--- src/rtl/ae_hyst_pkg.sv ---
package ae_hyst_pkg;
  localparam int LUMA_W   = 12;
  localparam int LVL_W    = 8;
  localparam int SHUT_W   = 9;
  localparam int GAIN_W   = 8;
  localparam int STEP_W   = 5;
  localparam int SHUT_TOP = 149;
  localparam int SHUT_RST = 75;

  typedef struct packed {
    logic              evalEn;
    logic              shutUp;
    logic              shutDn;
    logic              gainUp;
    logic              gainDn;
    logic [STEP_W-1:0] stepAmt;
  } aeStrobe_t;

  function automatic logic [SHUT_W-1:0] fastestCode(input logic [1:0] sel);
    case (sel)
      2'b00:   return SHUT_W'(0);
      2'b01:   return SHUT_W'(20);
      2'b10:   return SHUT_W'(50);
      default: return SHUT_W'(90);
    endcase
  endfunction
endpackage

--- src/rtl/ae_hyst_datapath.sv ---
module ae_hyst_datapath
  import ae_hyst_pkg::*;
#(
  parameter int LW = LUMA_W,
  parameter int VW = LVL_W,
  parameter int SW = SHUT_W,
  parameter int GW = GAIN_W,
  parameter int TW = STEP_W,
  parameter int TOP = SHUT_TOP,
  parameter int RST = SHUT_RST
) (
  input  logic          clk,
  input  logic          rstN,
  input  logic          frameStb,
  input  logic [LW-1:0] lumaIn,
  input  logic [1:0]    lpfSel,
  input  logic [1:0]    modeSel,
  input  logic [1:0]    shutMaxSel,
  input  logic [SW-1:0] fixedShut,
  input  logic [GW-1:0] presetGain,
  input  aeStrobe_t     strobe,
  output logic [VW-1:0] level,
  output logic          shutAtTop,
  output logic          shutAtMin,
  output logic          gainAtTop,
  output logic          gainAtMin,
  output logic [SW-1:0] shutAcc,
  output logic [GW-1:0] gainAcc,
  output logic [SW-1:0] shutCode,
  output logic [GW-1:0] gainCode
);
  localparam logic [SW-1:0] TOP_C = SW'(TOP);
  localparam logic [GW-1:0] GMAX  = '1;

  logic [LW-1:0]        filt;
  logic signed [LW:0]   diff;
  logic signed [LW:0]   delta;
  logic signed [LW:0]   filtSum;
  logic [SW-1:0]        minCode;
  logic [SW:0]          stepS;
  logic [GW:0]          stepG;
  logic [SW:0]          shutSum;
  logic [GW:0]          gainSum;
  logic [SW-1:0]        shutNext;
  logic [GW-1:0]        gainNext;

  // smoothing filter
  always_comb begin
    diff = $signed({1'b0, lumaIn}) - $signed({1'b0, filt});
    case (lpfSel)
      2'b00:   delta = diff >>> 3;
      2'b01:   delta = diff >>> 2;
      default: delta = diff;
    endcase
    filtSum = $signed({1'b0, filt}) + delta;
  end

  always_ff @(posedge clk) begin
    if (!rstN)         filt <= '0;
    else if (frameStb) filt <= filtSum[LW-1:0];
  end

  assign level = filt[LW-1 -: VW];

  // saturation flags for the control
  assign minCode   = fastestCode(shutMaxSel);
  assign shutAtTop = (shutAcc >= TOP_C);
  assign shutAtMin = (shutAcc <= minCode);
  assign gainAtTop = (gainAcc == GMAX);
  assign gainAtMin = (gainAcc == '0);

  // saturating step arithmetic
  always_comb begin
    stepS    = {{(SW+1-TW){1'b0}}, strobe.stepAmt};
    stepG    = {{(GW+1-TW){1'b0}}, strobe.stepAmt};
    shutSum  = {1'b0, shutAcc} + stepS;
    gainSum  = {1'b0, gainAcc} + stepG;
    shutNext = shutAcc;
    gainNext = gainAcc;
    if (strobe.shutUp)
      shutNext = (shutSum > {1'b0, TOP_C}) ? TOP_C : shutSum[SW-1:0];
    else if (strobe.shutDn)
      shutNext = ({1'b0, shutAcc} < ({1'b0, minCode} + stepS)) ? minCode
                                                               : shutAcc - stepS[SW-1:0];
    if (strobe.gainUp)
      gainNext = gainSum[GW] ? GMAX : gainSum[GW-1:0];
    else if (strobe.gainDn)
      gainNext = ({1'b0, gainAcc} < stepG) ? '0 : gainAcc - stepG[GW-1:0];
  end

  always_ff @(posedge clk) begin
    if (!rstN) begin
      shutAcc <= SW'(RST);
      gainAcc <= '0;
    end else if (strobe.evalEn) begin
      shutAcc <= shutNext;
      gainAcc <= gainNext;
    end
  end

  // output selection by mode
  assign shutCode = modeSel[0] ? ((fixedShut > TOP_C) ? TOP_C : fixedShut) : shutAcc;
  assign gainCode = modeSel[1] ? presetGain : gainAcc;
endmodule

--- src/rtl/ae_hyst_control.sv ---
module ae_hyst_control
  import ae_hyst_pkg::*;
#(
  parameter int VW = LVL_W
) (
  input  logic          clk,
  input  logic          rstN,
  input  logic          frameStb,
  input  logic [VW-1:0] level,
  input  logic          blcSel,
  input  logic [VW-1:0] refNorm,
  input  logic [VW-1:0] innerNorm,
  input  logic [VW-1:0] outerNorm,
  input  logic [VW-1:0] refBlc,
  input  logic [VW-1:0] innerBlc,
  input  logic [VW-1:0] outerBlc,
  input  logic [1:0]    modeSel,
  input  logic [1:0]    stepSel,
  input  logic          shutAtTop,
  input  logic          shutAtMin,
  input  logic          gainAtTop,
  input  logic          gainAtMin,
  output aeStrobe_t     strobe,
  output logic          settled
);
  logic          evalPend;
  logic [VW-1:0] refV, innerV, outerV, errMag;
  logic          dark, inInner, inOuter, adjust;
  logic          shutAuto, agcOn, gainCanDn;
  logic [VW-4:0] errDiv8;
  logic [VW-5:0] errDiv16;

  always_ff @(posedge clk) begin
    if (!rstN) evalPend <= 1'b0;
    else       evalPend <= frameStb;
  end

  always_comb begin
    refV   = blcSel ? refBlc   : refNorm;
    innerV = blcSel ? innerBlc : innerNorm;
    outerV = blcSel ? outerBlc : outerNorm;
    dark   = (level < refV);
    errMag = dark ? (refV - level) : (level - refV);
    inInner = (errMag <= innerV);
    inOuter = (errMag <= outerV);
    adjust  = evalPend && (settled ? !inOuter : !inInner);
    shutAuto  = !modeSel[0];
    agcOn     = !modeSel[1];
    gainCanDn = agcOn && !gainAtMin;
    errDiv8   = errMag[VW-1:3];
    errDiv16  = errMag[VW-1:4];
  end

  always_comb begin
    strobe = '0;
    strobe.evalEn = evalPend;
    case (stepSel)
      2'b00: strobe.stepAmt = STEP_W'(10) +
               ((errDiv8 > (VW-3)'(9)) ? STEP_W'(9) : STEP_W'(errDiv8));
      2'b01: strobe.stepAmt = STEP_W'(8) +
               ((errDiv16 > (VW-4)'(2)) ? STEP_W'(2) : STEP_W'(errDiv16));
      default: strobe.stepAmt = STEP_W'(1);
    endcase
    if (adjust) begin
      if (dark) begin
        if (shutAuto && !shutAtTop)   strobe.shutUp = 1'b1;
        else if (agcOn && !gainAtTop) strobe.gainUp = 1'b1;
      end else begin
        if (gainCanDn)                     strobe.gainDn = 1'b1;
        else if (shutAuto && !shutAtMin)   strobe.shutDn = 1'b1;
      end
    end
  end

  always_ff @(posedge clk) begin
    if (!rstN) settled <= 1'b0;
    else if (evalPend) begin
      if (settled && !inOuter)      settled <= 1'b0;
      else if (!settled && inInner) settled <= 1'b1;
    end
  end
endmodule

--- src/rtl/ae_hyst_ctrl.sv ---
module ae_hyst_ctrl
  import ae_hyst_pkg::*;
(
  input  logic        clk,
  input  logic        rstN,
  input  logic        frameStb,
  input  logic [11:0] lumaIn,
  input  logic        blcSel,
  input  logic [7:0]  refNorm,
  input  logic [7:0]  innerNorm,
  input  logic [7:0]  outerNorm,
  input  logic [7:0]  refBlc,
  input  logic [7:0]  innerBlc,
  input  logic [7:0]  outerBlc,
  input  logic [1:0]  modeSel,
  input  logic [1:0]  stepSel,
  input  logic [1:0]  lpfSel,
  input  logic [1:0]  shutMaxSel,
  input  logic [8:0]  fixedShut,
  input  logic [7:0]  presetGain,
  output logic [8:0]  shutCode,
  output logic [7:0]  gainCode,
  output logic        settled
);
  aeStrobe_t          strobe;
  logic [LVL_W-1:0]   level;
  logic               shutAtTop, shutAtMin, gainAtTop, gainAtMin;
  logic [SHUT_W-1:0]  shutAcc;
  logic [GAIN_W-1:0]  gainAcc;

  ae_hyst_control u_ctl (
    .clk(clk), .rstN(rstN), .frameStb(frameStb), .level(level),
    .blcSel(blcSel), .refNorm(refNorm), .innerNorm(innerNorm), .outerNorm(outerNorm),
    .refBlc(refBlc), .innerBlc(innerBlc), .outerBlc(outerBlc),
    .modeSel(modeSel), .stepSel(stepSel),
    .shutAtTop(shutAtTop), .shutAtMin(shutAtMin),
    .gainAtTop(gainAtTop), .gainAtMin(gainAtMin),
    .strobe(strobe), .settled(settled)
  );

  ae_hyst_datapath u_dp (
    .clk(clk), .rstN(rstN), .frameStb(frameStb), .lumaIn(lumaIn),
    .lpfSel(lpfSel), .modeSel(modeSel), .shutMaxSel(shutMaxSel),
    .fixedShut(fixedShut), .presetGain(presetGain), .strobe(strobe),
    .level(level), .shutAtTop(shutAtTop), .shutAtMin(shutAtMin),
    .gainAtTop(gainAtTop), .gainAtMin(gainAtMin),
    .shutAcc(shutAcc), .gainAcc(gainAcc),
    .shutCode(shutCode), .gainCode(gainCode)
  );
endmodule

--- config.mk ---
export PLATFORM = sky130hd
export DESIGN_NAME = ae_hyst_ctrl
export DESIGN_NICKNAME = d
export VERILOG_FILES = /design/src/rtl/ae_hyst_pkg.sv /design/src/rtl/ae_hyst_datapath.sv /design/src/rtl/ae_hyst_control.sv /design/src/rtl/ae_hyst_ctrl.sv
export SDC_FILE = /design/constraint.sdc
export NUM_CORES = 1
export LEC_CHECK = 0
export BUFFER_PORTS_ARGS = -buffer_cell sky130_fd_sc_hd__buf_2
export CORE_UTILIZATION = 42
export DETAILED_ROUTE_END_ITERATION = 7
export PLACE_DENSITY = 0.69
export SYNTH_ARGS = -nofsm -noshare
export SYNTH_HDL_FRONTEND = slang
export SYNTH_SLANG_ARGS = --single-unit
--- constraint.sdc ---
create_clock -name clk -period 22.2 [get_ports clk]
set_input_delay 3.33 -clock clk [delete_from_list [all_inputs] [get_ports clk]]
set_output_delay 3.33 -clock clk [all_outputs]
set_load 0.01 [all_outputs]
==> metrics.md <==
| Metric | Value |
|---|---|
| Die area | 0.0149 mm^2 |
| DR DRC count | 0 |
| CTS Hold Buffers Added | 0 |
| First-pass GRT wire length | 25300 um |
| Overall routing resource usage | 21.3% |
| Remaining antenna violation count after routing | 0 |
| Placer Congestion | 0.865 |
| Net count, final | 1058 |
| Initial Util | 43.4% |
| Final std cells w/o fill | 1049 |
| Slew Limit Fails | 0 |
| Startpoint types | input pin |
| Sw frac | 51.2% |
| CTS tree | built |
| Unrepaired setup endpoints after global routing | false |
| Final Hold Viols | 0 |
| Die Wd | 122 um |
| Status | completed |
| Top-count cell post-synth | ha_1 |
| Critical path buffers and inverters | 4 |
| Routed vias | 5824 |
| Minimum clock period | 9.91 ns |
| Worst R2R Path Depth | 27 |
| GR Util met3 | 2.76% |
| Max-Cap Viols | 0 |
| Initial antenna violation count | 0 |
| Met2 Usage GRT | 37.1% |
| Reg-to-reg startpoint | u_dp.filt[9] |
| Ports | 107 |
| Buffer levels on the longest clock path | 2 |
| Routed wire length | 15500 um |
| Clock tree sinks | 31 |
| Wirelength per Cell | 14.8 um |
| Max incr delay on CP | 0.69 ns |
| Grt peak-use layer | met2 |
| Post-synthesis cell area | 0.00604 mm^2 |
| Net Sw Power | 0.450 mW |
| CP dominant cell by count | ha_1 |
| Max Clock Skew | 0.00455 ns |
| Yosys warns | 0 |
| Initial DRC count | 317 |
| Number of unique standard cell types used by synthesis | 84 |
| Post-CTS Setup Bufs | 0 |
| Vias per cell | 5.55 |
| Diodes inserted | 0 |
| Top cells by count, synth | ha_1 (92), inv_1 (69), a21oi_1 (61) |
| Top post-synthesis cells by area | ha_1 (19%), dfxtp_1 (10%), mux2i_1 (9.3%) |
| Seq cells post-synth | 31 |
| Power share of the sequential group | 11.0% |
| Global routing met1 resource utilization | 27.9% |
| Register area share after synthesis | 10.3% |
| Synth area leader | ha_1 |
| Crit path max-delay family | compound AO/OA/AOI/OAI gates |
| Final worst path period share | 44.6% |
| Gate power share | 79.5% |
| HPWL after detailed placement | 12400 um |
| Layout cells sized above 1 | 17.0% |
| Worst Hold Class | register to register |
| Final setup viols | 0 |
| First-pass DRT Iterations | 5 |
| Die height | 122 um |
| Placed Cells | 1041 |
| Gr ovfl total | 0 |
| Hold EP | u_dp.filt[2] |
| Hold Crit Start | u_dp.filt[2] |
| Worst slew pin tran | 0.983 ns |
| Reg2reg end | u_dp.shutAcc[4] |
| Peak VDD IR | 60.4 uV |
| Final Cell Area | 0.00683 mm^2 |
| Clk_lat worst skew | 0.29 ns |
| Async set or reset register ratio after synthesis | 0% |
| # H-tree levels | 2 |
| Leak | 3.28 nW |
| Worst Setup End Kind | register |
| TritonCTS buffer count | 5 |
| Post-synth EDFFs | 0 |
| Post-synthesis cell count | 783 |
| Synthesized net count | 973 |
| Crit path DAT | 10.09 ns |
| Power per cell area | 129 mW/mm^2 |
| Vias in the first global route | 5333 |
| Root buffer cell | clkbuf_16 |
| Worst Path Required | 22.39 ns |
| Port Buffers | 106 |
| Rows | 43 |
| Avg Cell Area, Syn | 7.72 um^2 |
| Final TNS setup | 0 ns |
| Max Freq | 101 MHz |
| Most common flop cell mapped by yosys | dfxtp_1 |
| Critical setup path kind | input pin to register |
| Clk pwr share | 9.6% |
| Core box area | 0.0139 mm^2 |
| WHS Path Cells | 2 |
| Largest net degree at the start of global routing | 25 |
| Slew headroom | 34.4% |
| Worst-path maximum fanout | 24 |
| Internal reg-to-reg setup slack | 15.80 ns |
| Crit path max-delay cell type | nor2_1 |
| Area Overhead vs Synth | 13.0% |
| Post_cts resized | 0 |
| Top cell type's share of synthesized area | 19.0% |
| Post-DP Area | 0.00666 mm^2 |
| Internal power | 0.429 mW |
| Clock slew at reported path FFs | 0.06 ns |
[metrics by stage]
stage	hold WS (ns)	util [%]	total power [mW]	setup WS, ns
2_1_floorplan	0.479	-	0.652	12.88
3_3_place_gp	0.498	47.8	0.781	12.32
3_5_place_dp	0.508	47.8	0.786	12.04
4_1_cts	0.515	49.0	0.876	12.31
5_1_grt	0.534	49.0	0.982	11.55
6_report	0.524	49.0	0.879	12.29
[cell type report]
| cell class | instances | area [um^2] |
|---|---|---|
| clock buffer | 6 | 139 |
| inverter | 70 | 263 |
| sequential | 31 | 621 |
| clock inverter | 2 | 35.0 |
| tap | 180 | 225 |
| multi-input combinational | 654 | 5020 |
| fill | 1406 | 7110 |
| timing repair buffer | 106 | 531 |
[per-layer routing]
layer	wire length, um	vias up
met2	7200	156
li1	-	3021
met1	7360	2630
met5	0	-
met3	776	17
met4	187	0
[cells in the final DEF, fill, tap and decap left out, types with 10 or more instances in the layout]
cell      count
nand3_1      14
o21bai_1     14
xnor2_1      26
mux2i_1      56
ha_1         92
a21oi_1      61
inv_1        69
dfxtp_1      31
nand2_1      53
nor2b_1      17
o21ai_0      46
nand2b_1     10
a21o_1       14
o211ai_1     10
o21a_1       16
nor2_1       57
buf_2       106
nand4_1      12
[tightest hold or removal path: stages, from the launching register on]
cell	delay [ns]
dfxtp_1	0.33
nor2_1	0.09
a211oi_1	0.06
[cell families (layout without fill, tap and decap cells)]
kind of cell             after synthesis  count (layout)  synth area share [%]
other                                  1               1                0.0621
multiplexers                          67              67                  11.6
adder cells (fa/ha/maj)              101             101                  22.0
flip-flops                            31              31                  10.3
AND/OR/NAND/NOR                      221             221                  19.0
AO/OA/AOI/OAI                        230             230                  25.4
buffers and inverters                 98             184                  6.73
XOR/XNOR                              34              34                  4.93
[registers in the layout (all words and copies together) (netlist names)]
name and cells:
u_ctl.evalPend 1, u_dp.gainAcc 8, u_dp.shutAcc 9, u_ctl.settled 1, u_dp.filt 12
[how the worst max path moves through the flow]
| stage | startpoint | endpoint | slack (ns) | cells past startpoint |
|---|---|---|---|---|
| after CTS | blcSel | u_dp.shutAcc[2] | 12.31 | 29 |
| final | blcSel | u_dp.shutAcc[4] | 12.29 | 29 |
| after detailed placement | blcSel | u_dp.shutAcc[5] | 12.04 | 29 |
| after floorplan | blcSel | u_dp.shutAcc[5] | 12.88 | 30 |
| after global routing | blcSel | u_dp.shutAcc[4] | 11.55 | 29 |
| after global placement | blcSel | u_dp.shutAcc[5] | 12.32 | 29 |
[power by group through the flow]
stage / registers, mW / clock network (mW) / logic, mW
global placement: 0.0973 / 0 / 0.683
CTS: 0.0961 / 0.0851 / 0.695
finish: 0.0965 / 0.0841 / 0.698
global route: 0.0988 / 0.0875 / 0.796
floorplan: 0.0866 / 0 / 0.565
detailed placement: 0.0971 / 0 / 0.689
Note: power is estimated with default switching activity, not from simulation.
